### config.mk
export PLATFORM = sky130hd
export DESIGN_NAME = bytewr_packer
export DESIGN_NICKNAME = d
export VERILOG_FILES = /design/src/rtl/bwp_pkg.sv /design/src/rtl/bwp_lane_buffer.sv /design/src/rtl/bwp_byte_tally.sv /design/src/rtl/bytewr_packer.sv
export SDC_FILE = /design/constraint.sdc
export NUM_CORES = 1
export LEC_CHECK = 0
export ABC_AREA = 1
export BUFFER_PORTS_ARGS = -buffer_cell sky130_fd_sc_hd__buf_2
export CAP_MARGIN = 40
export CELL_PAD_IN_SITES_DETAIL_PLACEMENT = 1
export CELL_PAD_IN_SITES_GLOBAL_PLACEMENT = 2
export CORE_ASPECT_RATIO = 0.6
export CORE_MARGIN = 3
export CORE_UTILIZATION = 25
export CTS_CLUSTER_DIAMETER = 50
export DETAILED_ROUTE_END_ITERATION = 8
export PLACE_DENSITY = 0.76
export SLEW_MARGIN = 10
export SYNTH_ARGS = -nofsm -noshare
export SYNTH_HDL_FRONTEND = slang
export SYNTH_HIERARCHICAL = 1
export SYNTH_SLANG_ARGS = --single-unit
### constraint.sdc
create_clock -name clk -period 1.84 [get_ports clk]
set_input_delay 0.184 -clock clk [delete_from_list [all_inputs] [get_ports clk]]
set_output_delay 0.184 -clock clk [all_outputs]
set_load 0.02 [all_outputs]
### src/rtl/bwp_pkg.sv
package bwp_pkg;
  typedef enum logic [1:0] {
    ST_IDLE = 2'd0,
    ST_FILL = 2'd1,
    ST_PROG = 2'd2
  } bwp_state_e;

  localparam logic [7:0] PAD_BYTE = 8'hFF;
endpackage

### src/rtl/bwp_lane_buffer.sv
module bwp_lane_buffer #(
  parameter int LANES = 4,
  localparam int OFS_W = (LANES > 1) ? $clog2(LANES) : 1,
  localparam int FILL_W = OFS_W + 1
) (
  input  logic                 clk,
  input  logic                 rst_n,
  input  logic                 clear,
  input  logic [OFS_W-1:0]     start_lane,
  input  logic                 wr_en,
  input  logic [7:0]           wr_byte,
  output logic [8*LANES-1:0]   word,
  output logic [OFS_W-1:0]     lane,
  output logic [FILL_W-1:0]    fill_n,
  output logic                 lane_top
);
  import bwp_pkg::*;

  for (genvar g = 0; g < LANES; g++) begin : g_lane
    logic [7:0] lane_q;
    always_ff @(posedge clk or negedge rst_n) begin
      if (!rst_n)
        lane_q <= PAD_BYTE;
      else if (clear)
        lane_q <= PAD_BYTE;
      else if (wr_en && lane == OFS_W'(g))
        lane_q <= wr_byte;
    end
    assign word[8*g +: 8] = lane_q;
  end

  always_ff @(posedge clk or negedge rst_n) begin
    if (!rst_n) begin
      lane   <= '0;
      fill_n <= '0;
    end else if (clear) begin
      lane   <= start_lane;
      fill_n <= '0;
    end else if (wr_en) begin
      lane   <= lane + 1'b1;
      fill_n <= fill_n + 1'b1;
    end
  end

  assign lane_top = (lane == OFS_W'(LANES - 1));
endmodule

### src/rtl/bwp_byte_tally.sv
module bwp_byte_tally #(
  parameter int CNT_W = 16,
  parameter int ADD_W = 3
) (
  input  logic             clk,
  input  logic             rst_n,
  input  logic             clear,
  input  logic             add_en,
  input  logic [ADD_W-1:0] add_n,
  output logic [CNT_W-1:0] count
);
  always_ff @(posedge clk or negedge rst_n) begin
    if (!rst_n)
      count <= '0;
    else if (clear)
      count <= '0;
    else if (add_en)
      count <= count + CNT_W'(add_n);
  end
endmodule

### src/rtl/bytewr_packer.sv
module bytewr_packer #(
  parameter int ADDR_W = 16,
  parameter int CNT_W  = 16,
  parameter int LANES  = 4
) (
  input  logic                clk,
  input  logic                rst_n,
  input  logic                cmd_valid,
  output logic                cmd_ready,
  input  logic [ADDR_W-1:0]   cmd_addr,
  input  logic                cmd_empty,
  input  logic                in_valid,
  output logic                in_ready,
  input  logic [7:0]          in_data,
  input  logic                in_last,
  output logic                pgm_req,
  output logic [ADDR_W-1:0]   pgm_addr,
  output logic [8*LANES-1:0]  pgm_data,
  input  logic                pgm_done,
  input  logic                pgm_fail,
  output logic                op_done,
  output logic                op_err,
  output logic [CNT_W-1:0]    byte_count
);
  import bwp_pkg::*;

  localparam int OFS_W  = (LANES > 1) ? $clog2(LANES) : 1;
  localparam int FILL_W = OFS_W + 1;
  localparam logic [ADDR_W-1:0] LANE_MASK = ADDR_W'(LANES - 1);

  function automatic logic [ADDR_W-1:0] align_down(input logic [ADDR_W-1:0] a);
    return a & ~LANE_MASK;
  endfunction

  function automatic logic [OFS_W-1:0] lane_of(input logic [ADDR_W-1:0] a);
    return OFS_W'(a & LANE_MASK);
  endfunction

  function automatic logic [ADDR_W-1:0] next_word(input logic [ADDR_W-1:0] a);
    return a + ADDR_W'(LANES);
  endfunction

  bwp_state_e        state;
  logic [ADDR_W-1:0] word_addr;
  logic              last_seen;

  // named events
  logic              cmd_take;
  logic              byte_take;
  logic              word_close;
  logic              word_ok;
  logic              word_bad;
  logic              op_end;
  logic              buf_clear;
  logic [OFS_W-1:0]  buf_start;

  logic [OFS_W-1:0]  cur_lane;
  logic [FILL_W-1:0] fill_n;
  logic              lane_top;

  assign cmd_ready  = (state == ST_IDLE);
  assign in_ready   = (state == ST_FILL);
  assign pgm_req    = (state == ST_PROG);
  assign pgm_addr   = word_addr;

  assign cmd_take   = cmd_ready && cmd_valid;
  assign byte_take  = in_ready && in_valid;
  assign word_close = byte_take && (in_last || lane_top);
  assign word_bad   = pgm_req && pgm_fail;
  assign word_ok    = pgm_req && pgm_done && !pgm_fail;
  assign op_end     = (cmd_take && cmd_empty) || word_bad || (word_ok && last_seen);
  assign buf_clear  = (cmd_take && !cmd_empty) || (word_ok && !last_seen);
  assign buf_start  = cmd_take ? lane_of(cmd_addr) : '0;

  bwp_lane_buffer #(.LANES(LANES)) u_buf (
    .clk        (clk),
    .rst_n      (rst_n),
    .clear      (buf_clear),
    .start_lane (buf_start),
    .wr_en      (byte_take),
    .wr_byte    (in_data),
    .word       (pgm_data),
    .lane       (cur_lane),
    .fill_n     (fill_n),
    .lane_top   (lane_top)
  );

  bwp_byte_tally #(.CNT_W(CNT_W), .ADD_W(FILL_W)) u_tally (
    .clk    (clk),
    .rst_n  (rst_n),
    .clear  (cmd_take),
    .add_en (word_ok),
    .add_n  (fill_n),
    .count  (byte_count)
  );

  always_ff @(posedge clk or negedge rst_n) begin
    if (!rst_n) begin
      state     <= ST_IDLE;
      word_addr <= '0;
      last_seen <= 1'b0;
    end else begin
      case (state)
        ST_IDLE: if (cmd_take) begin
          word_addr <= align_down(cmd_addr);
          last_seen <= 1'b0;
          if (!cmd_empty) state <= ST_FILL;
        end
        ST_FILL: if (word_close) begin
          last_seen <= in_last;
          state     <= ST_PROG;
        end
        ST_PROG: begin
          if (word_bad || (word_ok && last_seen))
            state <= ST_IDLE;
          else if (word_ok) begin
            word_addr <= next_word(word_addr);
            state     <= ST_FILL;
          end
        end
        default: state <= ST_IDLE;
      endcase
    end
  end

  always_ff @(posedge clk or negedge rst_n) begin
    if (!rst_n) begin
      op_done <= 1'b0;
      op_err  <= 1'b0;
    end else begin
      op_done <= op_end;
      if (op_end) op_err <= word_bad;
    end
  end
endmodule

-- Word level (Yosys, flattened, before mapping)
Cells that the tools add are included.
- word-level logic and storage cells: 90
- bits in registers: 74
- bits of input ports: 32
- output and inout bits: 69
- multiplexer cells: 28
- reduce and logical (&&, ||, !) cells: 35
- add/sub/neg operators: 4
- equality and inequality tests: 11
- operators by type and width (operator ; count):
    $mux 16 ; 5
    $mux 8 ; 8
    $pmux 16 s2 ; 1
    $add 16x3->16 ; 1
    $add 16x3->16 const B ; 1
    $mux 2 ; 8
    $reduce_bool 2->1 ; 8
    $logic_and 1x1->1 ; 14
    $reduce_and 4->1 ; 2
    $eq 2x2->1 const B ; 3
    $mux 3 ; 2
    $ne 2x1->1 const B ; 3
    $pmux 2 s3 ; 1
    $logic_or 1x1->1 ; 5
    $eq 2x1->1 const B ; 2
    $logic_not 2->1 ; 2
    $ne 2x2->1 const B ; 2
    $add 3x1->3 const B ; 1
    $logic_not 1->1 ; 3
    $ne 3x1->1 const B ; 1
    $reduce_and 3->1 ; 1
    $add 2x1->2 const B ; 1
    $mux 1 ; 2
    $pmux 1 s2 ; 1

-- Longest topological paths before layout
Gate-level depths: netlist of the first run.
- word-level depth: 7
- depth in mapped cells: 11
- gate-level depth less buffers: 11

-- Cells and area by module
Netlist of the first run, hierarchy kept.
- by module, submodules not included (module ; cells an instance ; instances ; area each (sq um) ; seq. area each (sq um)):
    bwp_lane_buffer ; 190 ; 1 ; 1694.1 ; 965.9
    bytewr_packer ; 204 ; 1 ; 1301.2 ; 475.5
    bwp_byte_tally ; 145 ; 1 ; 1051.0 ; 400.4

-- Worst setup path before layout of the first run
OpenSTA, ideal clock, no wires.
- path type: reg-to-reg
- from: reg u_tally.count[0]
- to: reg u_tally.count[12]
- period minus slack after synthesis: 1740 ps
- data arrival time: 1623 ps
- stages on the path, launching flop included: 12
- slack: 100 ps
- required time: 1723 ps
- setup time: 117 ps
- path buffers: 0
- cells stage by stage: dfrtp_1 > ha_1 > inv_1 > fa_1 > inv_1 > nand3_1 > nand2_1 > nand2_1 > nor2_1 > nand2_1 > nand2_1 > nor2_1
- longest elaborated chain between the ends: 3
- ends and longest elaborated chain (what ; RTL line ; RTL):
    start, declared ; bwp_byte_tally.sv:10 ; output logic [CNT_W-1:0] count
    start signal, assigned ; bwp_byte_tally.sv:18 ; count <= count + CNT_W'(add_n);
    $add 16x3->16 ; bwp_byte_tally.sv:18 ;
    $mux 16 ; bwp_byte_tally.sv:17 ; else if (add_en)
    $mux 16 ; bwp_byte_tally.sv:15 ; else if (clear)
Every way passes these cells. The select of a mux whose other input is x is not followed.
A chain may end at the register's enable or synchronous reset.

-- Worst setup path after layout of the first run
- from: reg u_buf.fill_n[0]
- to: reg u_tally.count[10]
- longest elaborated chain between the ends: 3
- ends and longest elaborated chain (what ; RTL line ; RTL):
    start, declared ; bwp_lane_buffer.sv:14 ; output logic [FILL_W-1:0] fill_n,
    start signal, assigned ; bwp_lane_buffer.sv:41 ; fill_n <= fill_n + 1'b1;
    $add 16x3->16 ; bwp_byte_tally.sv:18 ;
    $mux 16 ; bwp_byte_tally.sv:17 ;
    $mux 16 ; bwp_byte_tally.sv:15 ;
Every way passes these cells. The select of a mux whose other input is x is not followed.

==> impl_metrics.yaml, run 1 <==
layout:
  layout-drive-gt1-share: 0.313
  syn_to_final_growth_pct: 30.1
  final_cell_mix: "nand2_1, buf_2, nand3_1, nor2_1, inv_1"
  final_common_cell: "nand2_1"
  diodes: 0
  nets: 692
  utilization: 0.338
timing:
  worstMarginPinSlew_ps: 587
  setup_viol: 0
  fin_ws_ps: 110
  final.setup.tns_ps: 0
  timing.fmax_mhz: 578
  maxSlewHeadroom: 0.609
  fin_crit_sh: 0.940
  clock_skew_ps: 5.05
  period_minus_slack_ps: 1730
  hold_viol_final: 0
  slew_violations: 0
clocking:
  tritoncts: "built"
  cts_buffer_depth: 2
  insertion_delay_ps: 330
  numCtsBuffers: 9
  cts_root_buf: "clkbuf_16"
  h-tree-depth: 3
  cts.reportedPaths.clkPinSlew_ps: 60
  cts.sinks: 72
critical_path:
  worstSetupPathType: "reg -> reg"
  rrSetupSlack_ps: 110
  cp_max_fo: 4
  cp.required_ps: 2110
  crit_arrival_ps: 2000
  startpoint_type: "flip-flop"
  end_kind: "flip-flop"
detailed_routing:
  wl_per_cell_um: 15.1
  vias_per_cell: 4.51
  drtPass1Iterations: 4
  vias: 3870
  ant_nets: 0
  wirelength_mm: 12.9
  drc: 0
  drtIter0Drc: 182
floorplanning:
  num_rows: 35
  core_area_um2: 15600
  design.die.area_um2: 17800
  io_pins: 101
  die_h_um: 105
  start_util: 0.260
  die_w_um: 170
placement:
  place.gp.congestion: 0.788
  io_buffers: 98
  dp_slack_ps: -7.39
  hpwl_mm: 10.0
logic_synthesis:
  syn_area_um2: 4050
  yosysTopAreaCellShare: 0.247
  yosys.area.top_type: "dfrtp_1"
  ys.flop_type: "dfrtp_1"
  netlist_instances: 539
  yosys_warnings: 6
  ys_types: 37
  synthArstFlopShare: 1.00
  synth_seq_cells: 72
  ys_seq_area_frac: 0.455
  synth_area_leaders: "dfrtp_1, dfstp_2, nand2_1"
  synth_edf_count: 0
  synth_area_per_cell_um2: 7.51
power:
  peakVddDrop_uv: 515
  power.total_mw: 8.34
  p_leak_nw: 2.80
  pwr_density_cell_nw_per_um2: 1580
hold_path:
  holdCritPathClass: "in -> reg"
outcome:
  status: "finished clean"
global_route:
  antenna_found_initial: 2
  grtUsageTotal: 0.154
  grt_pass1_vias: 4144
  grt_pass1_wl_mm: 22.0
  grt-ovfl-total: 0
  grt_max_degree: 33
job:
  cap_violations: 0
sequential cells by signal (all words and copies together) (netlist names):
| signal | flops |
|---|---|
| u_buf/lane | 2 |
| pgm_addr | 14 |
| state | 2 |
| last_seen | 1 |
| op_err | 1 |
| u_buf/fill_n | 3 |
| op_done | 1 |
| u_buf/g_lane.lane_q | 32 |
| u_tally/count | 16 |
repair_timing:
item | CTS | global route
endpoints found under the setup margin | 1 | 44
setup buffers | 0 | 1
hold buffers | 1 | 0
resized for setup | 1 | 21
hold endpoints to repair | 11 | 0
pin swaps | 0 | 4
kinds of logic (layout without fill, tap and decap cells):
family	count (synthesis)	count (layout)	share of synthesized area
fa+ha+maj	10	10	0.0328
buf+inv	64	179	0.0702
xor+xnor	3	3	0.00649
compound gates	28	28	0.0383
simple gates	361	361	0.396
other cells	1	2	0.000927
flops	72	72	0.455
cell type report:
class | instances | area (µm²)
Tap cell | 203 | 254
Inverter | 51 | 194
Fill cell | 1915 | 10300
Sequential cell | 72 | 1840
Multi-Input combinational cell | 404 | 1990
Clock inverter | 4 | 71.3
Clock buffer | 12 | 278
Timing Repair Buffer | 112 | 639
report_power, final:
group / internal [mW] / switching (mW)
sequential: 2.42 / 0.531
combinational: 1.13 / 2.22
clock: 1.34 / 0.698
total: 4.89 / 3.45
routing by layer:
| layer | wire length, µm | GRT usage | share of wire | vias to the layer above |
|---|---|---|---|---|
| met4 | 107 | 0.0295 | 0.0083 | 4 |
| met1 | 6510 | 0.218 | 0.50 | 1857 |
| met2 | 5660 | 0.239 | 0.44 | 73 |
| met3 | 633 | 0.0416 | 0.049 | 16 |
| li1 | - | - | - | 1920 |
| met5 | 23 | 0 | 0.0018 | - |
path summary, 6_finish.rpt:
| check | start | end | cells after the start |
|---|---|---|---|
| min | pgm_done | state[1]$_DFFE_PN0P_ | 2 |
| min in group asynchronous | rst_n | pgm_addr[2]$_DFFE_PN0P_ | 2 |
| max reg2reg | u_buf/fill_n[0]$_DFFE_PN0P_ | u_tally/count[10]$_DFFE_PN0P_ | 10 |
| min reg2reg | u_buf/g_lane[0].lane_q[1]$_DFFE_PN1P_ | u_buf/g_lane[0].lane_q[1]$_DFFE_PN1P_ | 2 |
| max in group asynchronous | rst_n | u_buf/g_lane[1].lane_q[1]$_DFFE_PN1P_ | 3 |
| max | u_buf/fill_n[0]$_DFFE_PN0P_ | u_tally/count[10]$_DFFE_PN0P_ | 10 |
stage by stage:
| step | cells | hold WS (ps) | instance area (µm²) |
|---|---|---|---|
| 3_3_place_gp | 840 | 228 | 4830 |
| 4_1_cts | 857 | 59.8 | 5200 |
| 6_report | 858 | 73.7 | 5270 |
| 5_1_grt | 858 | 68.6 | 5270 |
| 3_5_place_dp | 840 | 225 | 4830 |
| 2_1_floorplan | 540 | -112 | 4050 |
critical path, stage by stage, from the launching register on:
cell      delay, ps
dfrtp_1         400
ha_2            200
inv_1            60
fa_2            360
inv_2            70
nand3_2          60
nand2_2         120
nand2_4          80
o21bai_1        150
nand2_1          60
nor2_1          110
cell usage after synthesis (2+ instances only):
cell type  count
o21ai_1        5
nand3b_1       2
dfstp_2       32
o21ai_0        5
nor2_4         3
nand2_1      204
o21bai_1       3
nand4_1        7
inv_1         44
nor2_1        57
buf_2          5
dfrtp_1       40
nor3b_1        3
a21oi_1       11
or2_2          2
nand3_1       64
buf_6          3
nor2_2         3
xnor2_1        2
nand2_4        5
inv_2          6
o22ai_1        2
nand2_2        6
ha_1           9
buf_4          4
Power figures use the tool's default switching activity.
==> inputs of run 2 (changes only) <==
--- a/config.mk
+++ b/config.mk
@@ -6,7 +6,7 @@
 export NUM_CORES = 1
 export LEC_CHECK = 0
 export ABC_AREA = 1
-export BUFFER_PORTS_ARGS = -buffer_cell sky130_fd_sc_hd__buf_2
+export BUFFER_PORTS_ARGS = -buffer_cell sky130_fd_sc_hd__buf_4
 export CAP_MARGIN = 40
 export CELL_PAD_IN_SITES_DETAIL_PLACEMENT = 1
 export CELL_PAD_IN_SITES_GLOBAL_PLACEMENT = 2
==> impl_metrics.yaml, run 2 (same netlist as run 1, synthesis figures left out) <==
outcome:
  status: "finished clean"
detailed_routing:
  vias_per_cell: 4.47
  drtIter0Drc: 210
  drtPass1Iterations: 4
  drc: 0
  wl_per_cell_um: 15.2
  vias: 3848
  wirelength_mm: 13.1
  ant_nets: 0
critical_path:
  cp_max_fo: 23
  worstReg2RegEnd: "u_tally/count[12]$_DFFE_PN0P_"
  reg2reg_from: "u_buf/fill_n[0]$_DFFE_PN0P_"
  worstSetupPathType: "reg -> out"
  crit_arrival_ps: 1540
  cp.required_ps: 1660
  end_kind: "output pin"
  startpoint_type: "flip-flop"
  r2r_cells: 11
  rrSetupSlack_ps: 120
placement:
  dp_slack_ps: 54.3
  io_buffers: 98
  hpwl_mm: 9.93
  place_inst: 841
  place.gp.congestion: 0.807
  dpl-instance-area_um2: 5060
clocking:
  h-tree-depth: 3
  numCtsBuffers: 9
  cts_root_buf: "clkbuf_16"
  cts_buffer_depth: 2
  cts.sinks: 72
  cts.reportedPaths.clkPinSlew_ps: 70
  tritoncts: "built"
  insertion_delay_ps: 330
floorplanning:
  io_pins: 101
  design.die.area_um2: 17800
  start_util: 0.260
  num_rows: 35
  core_area_um2: 15600
  die_w_um: 170
  die_h_um: 105
timing:
  rsz0062_at_grt: "true"
  fin_ws_ps: 114
  hold_viol_final: 0
  worst_hold_slack_ps: 53.0
  fin_crit_sh: 0.938
  slew_violations: 0
  timing.fmax_mhz: 579
  setup_viol: 0
  period_minus_slack_ps: 1730
  clock_skew_ps: 13.0
global_route:
  grt_pass1_vias: 3946
  grt_pass1_wl_mm: 21.3
  grt_max_degree: 34
  grtUsageTotal: 0.150
  grt-ovfl-total: 0
  antenna_found_initial: 0
hold_path:
  min_to: "state[1]$_DFFE_PN0P_"
  hold_depth: 2
  holdCritPathClass: "in -> reg"
  hold_start: "pgm_done"
layout:
  largest_register_ffs: 32
  final_cell_mix: "nand2_1, buf_4, nand3_1, nor2_1, inv_1"
  multi_input_area_um2: 1980
  diodes: 0
  final_cell_area_um2: 5470
  nets: 694
  syn_to_final_growth_pct: 35.1
  seqCellArea_um2: 1840
  n_fill_cell: 1907
  layout-drive-gt1-share: 0.312
  largest-register: "u_buf/g_lane.lane_q"
  final_common_cell: "nand2_1"
  layoutNonFillerInstCount: 860
power:
  p_leak_nw: 2.83
  pwr_density_cell_nw_per_um2: 1560
  peakVddDrop_uv: 707
  power.total_mw: 8.54
job:
  cap_violations: 0
==> run 2: changes by cell type in the layout (fill, tap and decap cells not counted), moves of 2 or more <==
| cell | previous run | this run |
|---|---|---|
| buf_12 | 3 | 1 |
| buf_2 | 98 | 0 |
| buf_4 | 9 | 112 |
| clkbuf_8 | 2 | 0 |
| nand2_1 | 199 | 197 |
| nand2_2 | 10 | 13 |
==> run 2: layout make-up <==
class / instances / area share
Clock buffer: 12 / 0.0510
Clock inverter: 4 / 0.00893
Inverter: 51 / 0.0355
Multi-Input combinational cell: 404 / 0.362
Sequential cell: 72 / 0.337
Tap cell: 203 / 0.0465
Timing Repair Buffer: 114 / 0.159
==> run 2: worst max path at each step <==
stage                     cells after the start  slack (ps)                       endpoint                    startpoint
after CTS                                    11          40  u_tally/count[12]$_DFFE_PN0P_   u_buf/fill_n[0]$_DFFE_PN0P_
after global routing                         10         -20   u_tally/count[8]$_DFFE_PN0P_   u_buf/fill_n[0]$_DFFE_PN0P_
after detailed placement                     11          50  u_tally/count[12]$_DFFE_PN0P_   u_buf/fill_n[0]$_DFFE_PN0P_
after global placement                       11         100  u_tally/count[12]$_DFFE_PN0P_   u_buf/fill_n[0]$_DFFE_PN0P_
final                                         5         110                        pgm_req          state[1]$_DFFE_PN0P_
after floorplan                              11         100  u_tally/count[12]$_DFFE_PN0P_  u_tally/count[0]$_DFFE_PN0P_
==> run 2: routing by layer <==
metal,up-vias,track usage,wire length [µm]
met5,-,0,0
met4,0,0.0266,78
met3,7,0.0435,801
met2,71,0.214,5580
met1,1851,0.225,6610
li1,1919,-,-
==> run 2: critical path, cell delays in order, from the launching register on <==
cell	delay [ps]
dfrtp_1	410
buf_4	170
nand2_4	90
inv_2	70
buf_4	260
buf_4	200
==> run 2: per-stage QoR <==
stage | utilization | setup TNS (ps)
2_1_floorplan | - | 0
3_3_place_gp | 0.325 | 0
3_5_place_dp | 0.325 | 0
4_1_cts | 0.346 | 0
5_1_grt | 0.351 | -25.2
6_report | 0.351 | 0
==> run 2: timing repair <==
| action | CTS | global route |
|---|---|---|
| endpoints found under the setup margin | 0 | 43 |
| setup buffers | 0 | 2 |
| endpoints found under the hold margin | 11 | 0 |
| resized for setup | 0 | 19 |
| hold buffers | 1 | 0 |
==> run 2: power breakdown <==
group | internal [mW] | switching [mW]
Clock | 1.21 | 0.697
Sequential | 2.42 | 0.546
Combinational | 1.44 | 2.22
